File: src/rtl/cfg_frame_pkg.sv
package cfg_frame_pkg;
  typedef enum logic [2:0] {
    ST_HUNT, ST_DATA, ST_CHK, ST_SYNC, ST_WAIT, ST_DONE
  } fchk_state_e;

  localparam logic [15:0] CRC_POLY = 16'h1021;

  function automatic logic [15:0] crc_step(logic [15:0] c, logic b);
    return {c[14:0], 1'b0} ^ (((c[15] ^ b) == 1'b1) ? CRC_POLY : 16'h0000);
  endfunction
endpackage

File: src/rtl/cfg_crc_acc.sv
module cfg_crc_acc
  import cfg_frame_pkg::*;
(
  input  logic        clk_i,
  input  logic        rst_ni,
  input  logic        clr_i,
  input  logic        en_i,
  input  logic        bit_i,
  output logic [15:0] crc_o
);
  logic [15:0] crc_q;
  always_ff @(posedge clk_i or negedge rst_ni) begin
    if (!rst_ni)    crc_q <= '0;
    else if (clr_i) crc_q <= '0;
    else if (en_i)  crc_q <= crc_step(crc_q, bit_i);
  end
  assign crc_o = crc_q;
endmodule

File: config.mk
export PLATFORM = sky130hd
export DESIGN_NAME = cfg_crc_acc
export DESIGN_NICKNAME = d
export VERILOG_FILES = /design/src/rtl/cfg_frame_pkg.sv /design/src/rtl/cfg_crc_acc.sv
export SDC_FILE = /design/constraint.sdc
export NUM_CORES = 1
export LEC_CHECK = 0
export BUFFER_PORTS_ARGS = -buffer_cell sky130_fd_sc_hd__buf_2
export CAP_MARGIN = 40
export CORE_MARGIN = 2
export CORE_UTILIZATION = 51
export DETAILED_ROUTE_END_ITERATION = 6
export PLACE_DENSITY = 0.8
export SLEW_MARGIN = 20
export SYNTH_ARGS = -nofsm -noshare
export SYNTH_HDL_FRONTEND = slang
export SYNTH_SLANG_ARGS = --single-unit
File: constraint.sdc
create_clock -name clk_i -period 3.1 [get_ports clk_i]
set_input_delay 0.31 -clock clk_i [delete_from_list [all_inputs] [get_ports clk_i]]
set_output_delay 0.31 -clock clk_i [all_outputs]
set_load 0.05 [all_outputs]
==> reports/metrics.yaml, run 1 <==
sta:
  setup_violations: 0
  tightest_slew_ps: 484.8
  max_freq_mhz: 775.1
  layout_setup_ws_ps: 1810
  slew_violations: 0
  finalHoldViolations: 0
  setup_repair_after_global_routing_missed_its_margin: "no"
  fin_hold_ws_ps: 384.6
  final_period_minus_worst_setup_slack_ps: 1290
  final.setup_skew_ps: 4.848
  setup-tns-final_ps: 0
  tcrit_tclk_final: 0.4162
  slew_headroom: 0.6768
clock_network:
  numClockSinks: 16
  tritoncts: "yes"
  clockBufferDepth: 2
  post_cts.repair.setup_buffers: 0
  cts_root_buffer: "clkbuf_4"
  path_clk_slew_ps: 90
  h-tree-depth: 1
  worstSkewPairLatency_ps: 280
  tritoncts.num_buffers: 3
final_layout:
  stdcell_count: 94
  post-route-util: 0.6436
  synthToLayoutAreaGrowth_pct: 20.18
  fillerInstances: 113
  layout_cells_sized_above_1: 0.3038
  finish.net_count: 85
  antenna_cells_inserted: 0
  largest_reg_flops: 16
logic_synthesis:
  yosys.area.top_type: "dfrtp_1"
  netlist_instances: 58
  largest_cells_by_area_after_synthesis: "dfrtp_1 (58%), mux2i_1 (19%), nor2_1 (8.2%)"
  synthesis.area_um2: 688.2
  ys_types: 14
  synthFlopType: "dfrtp_1"
  synth_sequential_area_ratio: 0.5818
  synthesis.area_per_instance_um2: 11.86
  synth_most_common_cell: "dfrtp_1"
  syn-num-nets: 63
  synth-async-reset-ratio: 1.000
  synth-seq-cells: 16
  synth_top_area_frac: 0.5818
  ys_warn_count: 0
  synth-edff-count: 0
  synth_top_cells_by_count: "dfrtp_1 (16), nor2_1 (15), mux2i_1 (13)"
min_path:
  holdPathStages: 2
  holdCritStartpoint: "clr_i"
  hold-path-endpoint: "crc_o[9]"
  hold_class: "input port to flip-flop"
floorplanning:
  io_pins: 21
  floorplan.initialDensity: 0.5355
  fp-row-count: 13
  fp.dieArea_um2: 1659
  die_h_um: 40.74
  core_area_um2: 1285
  floorplan.die.width_um: 40.74
worst_setup_path:
  worstPathMaxFanout: 5
  timing.reg2reg.worst_path_depth: 3
  regToRegStartpoint: "crc_o[15]"
  cp_data_required_time_ps: 3280
  end_kind: "flip-flop"
  crit-reg2reg-capture: "crc_o[5]"
  critPathKind: "flip-flop to flip-flop"
  r2r_setup_slack_ps: 1810
  start_kind: "flip-flop"
  cp.arrival_ps: 1470
power_and_ir_drop:
  p_sw_frac: 0.2574
  power.net_switching_w: 0.0001036
  seq_power_share: 0.539
  power.internal_w: 0.0002990
  leakage_nw: 0.4670
  power_density_of_the_placed_cells_nw_per_um2: 486.8
  ir_worst_vdd_mv: 0.2586
  power.clock.fraction: 0.335
  p_comb_frac: 0.126
drt:
  routed-wl-met2_um: 524
  vias: 481
  route.met3.wl_um: 68
  route.antenna.remaining_nets: 0
  post_route_met1_wirelength_um: 602
  post_drt_wl_per_cell_um: 12.86
  avgViaCountPerCell: 5.117
  firstDrtPassIters: 2
  drt_iter0_markers: 10
  totalWireLength_um: 1209
  maxUsedRoutingLayer: "met4"
  total_drc_errors_in_the_routed_layout: 0
global_route:
  vias_in_the_first_global_route: 421
  sum_of_overflow_across_all_layers_after_global_routing: 0
  grt_first_pass_wirelength_um: 1835
  pin_count_of_the_biggest_net_entering_global_routing: 22
  initial_antenna_violation_count: 0
  track_usage: 0.1707
place:
  placed_cells_incl_taps: 89
  final_replace_weighted_congestion: 0.6772
  post_dp_hpwl_um: 824.7
  dp_worst_setup_slack_ps: 1683
  placement.io_buffers: 20
run_status:
  run_status: "complete, no violations"
run:
  drv_cap: 0
critical path, cell delays in order (launching register included):
cell and delay [ps]:
dfrtp_1 400, xnor2_1 190, or4b_1 490, o311ai_1 100
stage by stage:
| stage | cell area (µm²) | power (W) |
|---|---|---|
| 3_5_place_dp | 780.7 | 0.0002713 |
| 6_report | 827.0 | 0.0004026 |
| 3_3_place_gp | 780.7 | 0.0002701 |
| 4_1_cts | 827.0 | 0.0004083 |
| 5_1_grt | 827.0 | 0.0004234 |
| 2_1_floorplan | 688.2 | 0.0002584 |
cell usage in the layout, fill, tap and decap left out, drive strengths merged:
master / instances
inv: 1
nor2: 15
nand4b: 2
or4b: 2
nand3: 1
o311ai: 1
a211oi: 1
nand2: 1
dlygate4sd3: 1
mux2i: 13
xnor2: 1
dfrtp: 16
buf: 20
clkbuf: 4
metal layers:
layer | GRT usage | vias to the layer above
met5 | 0 | -
met4 | 0.05000 | 0
met3 | 0.06522 | 2
met2 | 0.2619 | 16
met1 | 0.2230 | 223
li1 | - | 240
power by group through the flow:
stage                     sequential (W)  clock, W  combinational, W
after global routing            0.000218  0.000151         0.0000541
after global placement          0.000221         0         0.0000490
after floorplan                 0.000238         0         0.0000203
after detailed placement        0.000221         0         0.0000501
final                           0.000217  0.000135         0.0000506
after CTS                       0.000217  0.000140         0.0000511
cells by family after synthesis:
logic type,Yosys count,share of synthesized area
AOI/OAI and AO/OA,2,0.02364
xor gates and xnor gates,1,0.01273
buffers and inverters,5,0.04362
DFF,16,0.5818
muxes,13,0.1891
and+or+nand+nor,21,0.1491
timing repair:
item	4_1_cts	5_1_grt
setup endpoints to repair	0	0
hold buffers	1	0
endpoints found under the hold margin	16	0
gates resized for setup	0	0
cell type report:
cell class	count	area (µm²)	area share
clock buffers	4	36.28	0.04387
repair buffers	21	110.1	0.1331
inverters	1	3.754	0.004539
flip-flops and latches	16	400.4	0.4841
well taps	15	18.77	0.02269
multi-input cells	37	257.7	0.3116
worst max path at each step:
stage / start / end / depth (start not counted)
finish: crc_o[15] / crc_o[5] / 3
global placement: en_i / crc_o[5] / 3
floorplan: crc_o[15] / crc_o[5] / 3
detailed placement: en_i / crc_o[5] / 3
CTS: crc_o[15] / crc_o[5] / 3
global route: crc_o[15] / crc_o[5] / 3
Note: power is estimated with default switching activity, not from simulation.
==> inputs of run 2 (changes only) <==
- CORE_UTILIZATION: 51 -> 43
- PLACE_DENSITY: 0.8 -> 0.72
- clock period: 3.1 -> 1.1 ns (I/O delays scaled with it)
==> reports/metrics.yaml, run 2 (same netlist as run 1, synthesis figures left out) <==
clock_network:
  h-tree-depth: 1  # unchanged
  cts_root_buffer: "clkbuf_4"  # unchanged
  numClockSinks: 16  # unchanged
  tritoncts: "yes"  # unchanged
  tritoncts.num_buffers: 3  # unchanged
  worstSkewPairLatency_ps: 280  # about the same
  path_clk_slew_ps: 90  # about the same
  clockBufferDepth: 2  # unchanged
drt:
  firstDrtPassIters: 4  # was 2
  total_drc_errors_in_the_routed_layout: 0  # unchanged
  post_drt_wl_per_cell_um: 12.82  # was 12.86 µm
  avgViaCountPerCell: 5.165  # was 5.117
  totalWireLength_um: 1320  # was 1209 µm
  vias: 532  # was 481
  drt_iter0_markers: 8  # was 10
  route.antenna.remaining_nets: 0  # unchanged
worst_setup_path:
  crit_slowest_cell: "or4b_1"  # unchanged
  critical-path-top-delay-family: "simple AND/OR/NAND/NOR gates"  # unchanged
  critPathKind: "flip-flop to flip-flop"  # unchanged
  start_kind: "flip-flop"  # unchanged
  cp_cell_sequence: "xnor2_4 -> or4b_1 -> o311ai_1"  # was xnor2_1 -> or4b_1 -> o311ai_1
  cp_data_required_time_ps: 1280  # was 3280 ps
  timing.critical_path.buf_inv: 0  # unchanged
  cp.arrival_ps: 1440  # was 1470 ps
  critical-path-max-stage-delay_ps: 470  # was 490 ps
  worstPathMaxFanout: 4  # was 5
  end_kind: "flip-flop"  # unchanged
run:
  drv_cap: 0  # unchanged
run_status:
  failed_checks: "negative setup slack"
  run_status: "complete, but fails checks"  # was complete, no violations
power_and_ir_drop:
  leakage_nw: 0.5131  # was 0.4670 nW
  power.clock.fraction: 0.283  # was 0.335
  power_density_of_the_placed_cells_nw_per_um2: 1143  # was 486.8 nW/µm²
  ir_worst_vdd_mv: 0.8630  # was 0.2586 mV
  power.internal_w: 0.0007982  # was 0.0002990 W
  seq_power_share: 0.564  # was 0.539
  p_sw_frac: 0.2644  # was 0.2574
  power.net_switching_w: 0.0002869  # was 0.0001036 W
  design_power_total_w: 0.001085  # was 0.0004026 W
  p_comb_frac: 0.153  # was 0.126
floorplanning:
  die_h_um: 44.01  # was 40.74 µm
  core_area_um2: 1506  # was 1285 µm²
  fp.dieArea_um2: 1936  # was 1659 µm²
  floorplan.die.width_um: 44.01  # was 40.74 µm
  io_pins: 21  # unchanged
  floorplan.initialDensity: 0.4568  # was 0.5355
  fp-row-count: 14  # was 13
final_layout:
  fillerInstances: 130  # was 113
  antenna_cells_inserted: 0  # unchanged
  finish.net_count: 93  # was 85
  post-route-util: 0.6304  # was 0.6436
  commonest_cells_after_routing_fill_and_taps_aside: "nor2_1 (15), dfrtp_1 (15), buf_2 (15), mux2i_1 (13)"  # was buf_2 (20), dfrtp_1 (16), nor2_1 (15), mux2i_1 (13), clkbuf_4 (3)
  layout_cells_sized_above_1: 0.3908  # was 0.3038
  synthToLayoutAreaGrowth_pct: 38.00  # was 20.18%
  largest_reg_flops: 16  # unchanged
sta:
  max_freq_mhz: 789.1  # was 775.1 MHz
  final.setup_skew_ps: 8.613  # was 4.848 ps
  finalHoldViolations: 0  # unchanged
  layout_setup_ws_ps: -167.3  # was 1810 ps
  final_period_minus_worst_setup_slack_ps: 1267  # was 1290 ps
  fin_hold_ws_ps: 40.73  # was 384.6 ps
  tightest_slew_ps: 350.8  # was 484.8 ps
  setup_repair_after_global_routing_missed_its_margin: "yes"  # was no
  slew_violations: 0  # unchanged
  tcrit_tclk_final: 1.152  # was 0.4162
  slew_headroom: 0.7661  # was 0.6768
  setup_violations: 3  # was 0
place:
  dp_worst_setup_slack_ps: -176.6  # was 1683 ps
  final_replace_weighted_congestion: 0.7054  # was 0.6772
  placement.io_buffers: 20  # unchanged
  post_dp_hpwl_um: 948.2  # was 824.7 µm
global_route:
  vias_in_the_first_global_route: 525  # was 421
  track_usage: 0.1674  # was 0.1707
  initial_antenna_violation_count: 0  # unchanged
  grt_first_pass_wirelength_um: 2311  # was 1835 µm
  pin_count_of_the_biggest_net_entering_global_routing: 17  # was 22
  sum_of_overflow_across_all_layers_after_global_routing: 0  # unchanged
min_path:
  hold_class: "input port to flip-flop"  # unchanged
## run 2: cell count changes in the layout (fill, tap and decap cells not counted), moves of 2 or more
| cell | before | now |
|---|---|---|
| clkbuf_4 | 3 | 5 |
| buf_2 | 20 | 15 |
| buf_8 | 0 | 3 |
| buf_4 | 0 | 5 |
| buf_6 | 0 | 3 |
## run 2: layout make-up
type,instances,area (µm²),area share
inverters,1,3.754,0.003953
repair buffers,29,216.5,0.2279
well taps,16,20.02,0.02108
multi-input cells,37,281.5,0.2964
flip-flops and latches,16,401.6,0.4229
clock buffers,4,26.28,0.02767
## run 2: metrics by stage
stage	cell area [µm²]	cells	TNS, ps
6_report	949.7	103	-465.8
5_1_grt	949.7	103	-563.4
4_1_cts	924.6	103	-488.1
3_5_place_dp	835.8	96	-326.7
3_3_place_gp	835.8	96	-212.7
2_1_floorplan	696.9	58	-497.8
## run 2: what timing repair did
item,4_1_cts,5_1_grt
pin swaps,0,1
hold endpoints to repair,16,0
gates resized for setup,9,7
setup endpoints to repair,5,8
setup buffers,2,0
hold buffers,1,0
## run 2: worst reg2reg max path: stages, from the launching register on
cell and delay [ps]:
dfrtp_2 450, xnor2_4 150, or4b_1 470, o311ai_1 90
## run 2: metal layers
layer / share of wire / GRT usage
met1: 0.46 / 0.2306
met3: 0.059 / 0.06667
met4: 0.0076 / 0.07273
met2: 0.47 / 0.2324
met5: 0 / 0
## run 2: power groups by stage
stage	sequential [W]	combinational [W]	clock (W)
floorplan	0.000671	0.0000585	0
global placement	0.000623	0.000151	0
detailed placement	0.000624	0.000153	0
CTS	0.000612	0.000164	0.000325
global route	0.000614	0.000178	0.000348
finish	0.000612	0.000166	0.000307
## run 2: worst paths after layout
kind	startpoint	to	slack, ps	depth (start not counted)
max	crc_o[15]	crc_o[5]	-170	3
min	clr_i	crc_o[0]	40	2
max reg2reg	crc_o[15]	crc_o[5]	-170	3
min reg2reg	crc_o[12]	crc_o[12]	530	2
max in group asynchronous	rst_ni	crc_o[15]	570	2
min in group asynchronous	rst_ni	crc_o[10]	260	2
==> inputs of run 3 (changes only) <==
- CORE_UTILIZATION: 43 -> 47
- PLACE_DENSITY: 0.72 -> 0.75
- clock period: 1.1 -> 1.4 ns (I/O delays scaled with it)
==> reports/metrics.yaml, run 3 (same netlist as run 1, synthesis figures left out) <==
worst_setup_path:
  startpoint: "crc_o[15]"  # unchanged
  cp.arrival_ps: 1410  # was 1440 ps
  start_kind: "flip-flop"  # unchanged
  cp_data_required_time_ps: 1580  # was 1280 ps
  critical-path-max-stage-delay_ps: 460  # was 470 ps
  end_kind: "flip-flop"  # unchanged
  cp_cell_sequence: "xnor2_1 -> or4b_1 -> o311ai_1"  # was xnor2_4 -> or4b_1 -> o311ai_1
  timing.reg2reg.worst_path_depth: 3  # unchanged
  regToRegStartpoint: "crc_o[15]"  # unchanged
  worstPathMaxFanout: 3  # was 4
  crit_slowest_cell: "or4b_1"  # unchanged
  critPathKind: "flip-flop to flip-flop"  # unchanged
power_and_ir_drop:
  ir_worst_vdd_mv: 0.6007  # was 0.8630 mV
  seq_power_share: 0.536  # was 0.564
  p_comb_frac: 0.133  # was 0.153
  leakage_nw: 0.4845  # was 0.5131 nW
  power.net_switching_w: 0.0002284  # was 0.0002869 W
  power_density_of_the_placed_cells_nw_per_um2: 1045  # was 1143 nW/µm²
  power.clock.fraction: 0.331  # was 0.283
  p_sw_frac: 0.2546  # was 0.2644
  power.internal_w: 0.0006687  # was 0.0007982 W
final_layout:
  fillerInstances: 121  # was 130
  synthToLayoutAreaGrowth_pct: 24.73  # was 38.00%
  layout_cells_sized_above_1: 0.3494  # was 0.3908
  largest_reg_flops: 16  # unchanged
  commonest_cells_after_routing_fill_and_taps_aside: "buf_2 (20), nor2_1 (15), dfrtp_1 (15), mux2i_1 (13), buf_4 (4)"  # was nor2_1 (15), dfrtp_1 (15), buf_2 (15), mux2i_1 (13)
  antenna_cells_inserted: 0  # unchanged
  finish.net_count: 89  # was 93
  layout_commonest_cell: "buf_2"
clock_network:
  cts_repair_resize_count: 0  # was 9
  tritoncts: "yes"  # unchanged
  tritoncts.num_buffers: 3  # unchanged
  numClockSinks: 16  # unchanged
  post_cts.repair.setup_buffers: 0  # was 2
  worstSkewPairLatency_ps: 280  # about the same
  clockBufferDepth: 2  # unchanged
  path_clk_slew_ps: 90  # about the same
  cts_root_buffer: "clkbuf_4"  # unchanged
  h-tree-depth: 1  # unchanged
global_route:
  vias_in_the_first_global_route: 504  # was 525
  initial_antenna_violation_count: 0  # unchanged
  grt_first_pass_wirelength_um: 2208  # was 2311 µm
  track_usage: 0.1628  # was 0.1674
  sum_of_overflow_across_all_layers_after_global_routing: 0  # unchanged
  pin_count_of_the_biggest_net_entering_global_routing: 17  # unchanged
floorplanning:
  fp-row-count: 13  # was 14
  floorplan.die.width_um: 42.27  # was 44.01 µm
  io_pins: 21  # unchanged
  floorplan.initialDensity: 0.5159  # was 0.4568
  core_area_um2: 1334  # was 1506 µm²
  fp.dieArea_um2: 1786  # was 1936 µm²
  die_h_um: 42.27  # was 44.01 µm
place:
  placement.io_buffers: 20  # unchanged
  dp_worst_setup_slack_ps: 178.7  # was -176.6 ps
  final_replace_weighted_congestion: 0.6988  # was 0.7054
  post_dp_hpwl_um: 896.7  # was 948.2 µm
drt:
  firstDrtPassIters: 4  # unchanged
  vias: 501  # was 532
  route.antenna.remaining_nets: 0  # unchanged
  totalWireLength_um: 1213  # was 1320 µm
  total_drc_errors_in_the_routed_layout: 0  # unchanged
  drt_iter0_markers: 3  # was 8
  post_drt_wl_per_cell_um: 12.38  # was 12.82 µm
  avgViaCountPerCell: 5.112  # was 5.165
min_path:
  holdCritStartpoint: "clr_i"  # unchanged
  holdPathStages: 2  # unchanged
  hold_class: "input port to flip-flop"  # unchanged
run:
  drv_cap: 0  # unchanged
sta:
  setup_repair_after_global_routing_missed_its_margin: "no"  # was yes
  layout_setup_ws_ps: 173.5  # was -167.3 ps
  final.setup_skew_ps: 2.276  # was 8.613 ps
  tcrit_tclk_final: 0.8760  # was 1.152
  max_freq_mhz: 815.4  # was 789.1 MHz
  finalHoldViolations: 0  # unchanged
  setup-tns-final_ps: 0  # was -465.8 ps
  final_period_minus_worst_setup_slack_ps: 1226  # was 1267 ps
  setup_violations: 0  # was 3
  slew_headroom: 0.7607  # was 0.7661
  tightest_slew_ps: 359.0  # was 350.8 ps
  slew_violations: 0  # unchanged
run_status:
  run_status: "complete, no violations"  # was complete, but fails checks
run 3: cell types whose count changed in the layout (fill, tap and decap cells not counted), sizes merged:
cell	change
buf	-2
clkbuf	-2
run 3: worst paths after layout:
check | endpoint | slack [ps]
worst min register to register | crc_o[12] | 540
worst min-delay path | crc_o[15] | 100
worst max-delay path | crc_o[5] | 170
min in group asynchronous | crc_o[12] | 300
worst max register to register | crc_o[5] | 170
max in group asynchronous | crc_o[15] | 820
run 3: repair_timing:
action | CTS | global route
hold endpoints to repair | 16 | 0
endpoints found under the setup margin | 0 | 0
hold buffers | 1 | 0
run 3: power groups by stage:
stage / Clock, W / Sequential (W) / Combinational (W)
finish: 0.000297 / 0.000480 / 0.000120
CTS: 0.000314 / 0.000481 / 0.000121
global placement: 0 / 0.000489 / 0.000119
floorplan: 0 / 0.000527 / 0.0000449
detailed placement: 0 / 0.000490 / 0.000119
global route: 0.000322 / 0.000483 / 0.000129
run 3: worst max-delay path: cells and delay by family (launching register included):
kind,cells,cell delay [ps]
flops,1,420
compound gates,1,90
xor+xnor,1,150
simple gates,1,460
run 3: area by class of cell:
type	count	area, µm²	share of cell area
clock buffers	4	36.28	0.04227
inverters	1	3.754	0.004373
multi-input cells	37	257.7	0.3003
flip-flops and latches	16	401.6	0.4679
well taps	15	18.77	0.02187
repair buffers	25	140.1	0.1633
run 3: per-layer routing:
layer  up-vias  share of wire  track usage
met5         -              0            0
met3         2          0.050      0.02586
met2        14           0.46       0.2431
met1       237           0.48       0.2219
met4         0         0.0082      0.09375
li1        248              -            -
run 3: per-stage QoR:
step	cells	hold slack, ps	total power, W	cell area, µm²	util
finish	98	102.6	0.0008971	858.3	0.6435
global route	98	100.5	0.0009345	858.3	0.6435
CTS	98	91.95	0.0009162	858.3	0.6435
detailed placement	93	71.29	0.0006085	812.0	0.6088
global placement	93	71.28	0.0006082	812.0	0.6088
floorplan	58	-155.6	0.0005722	689.4	-
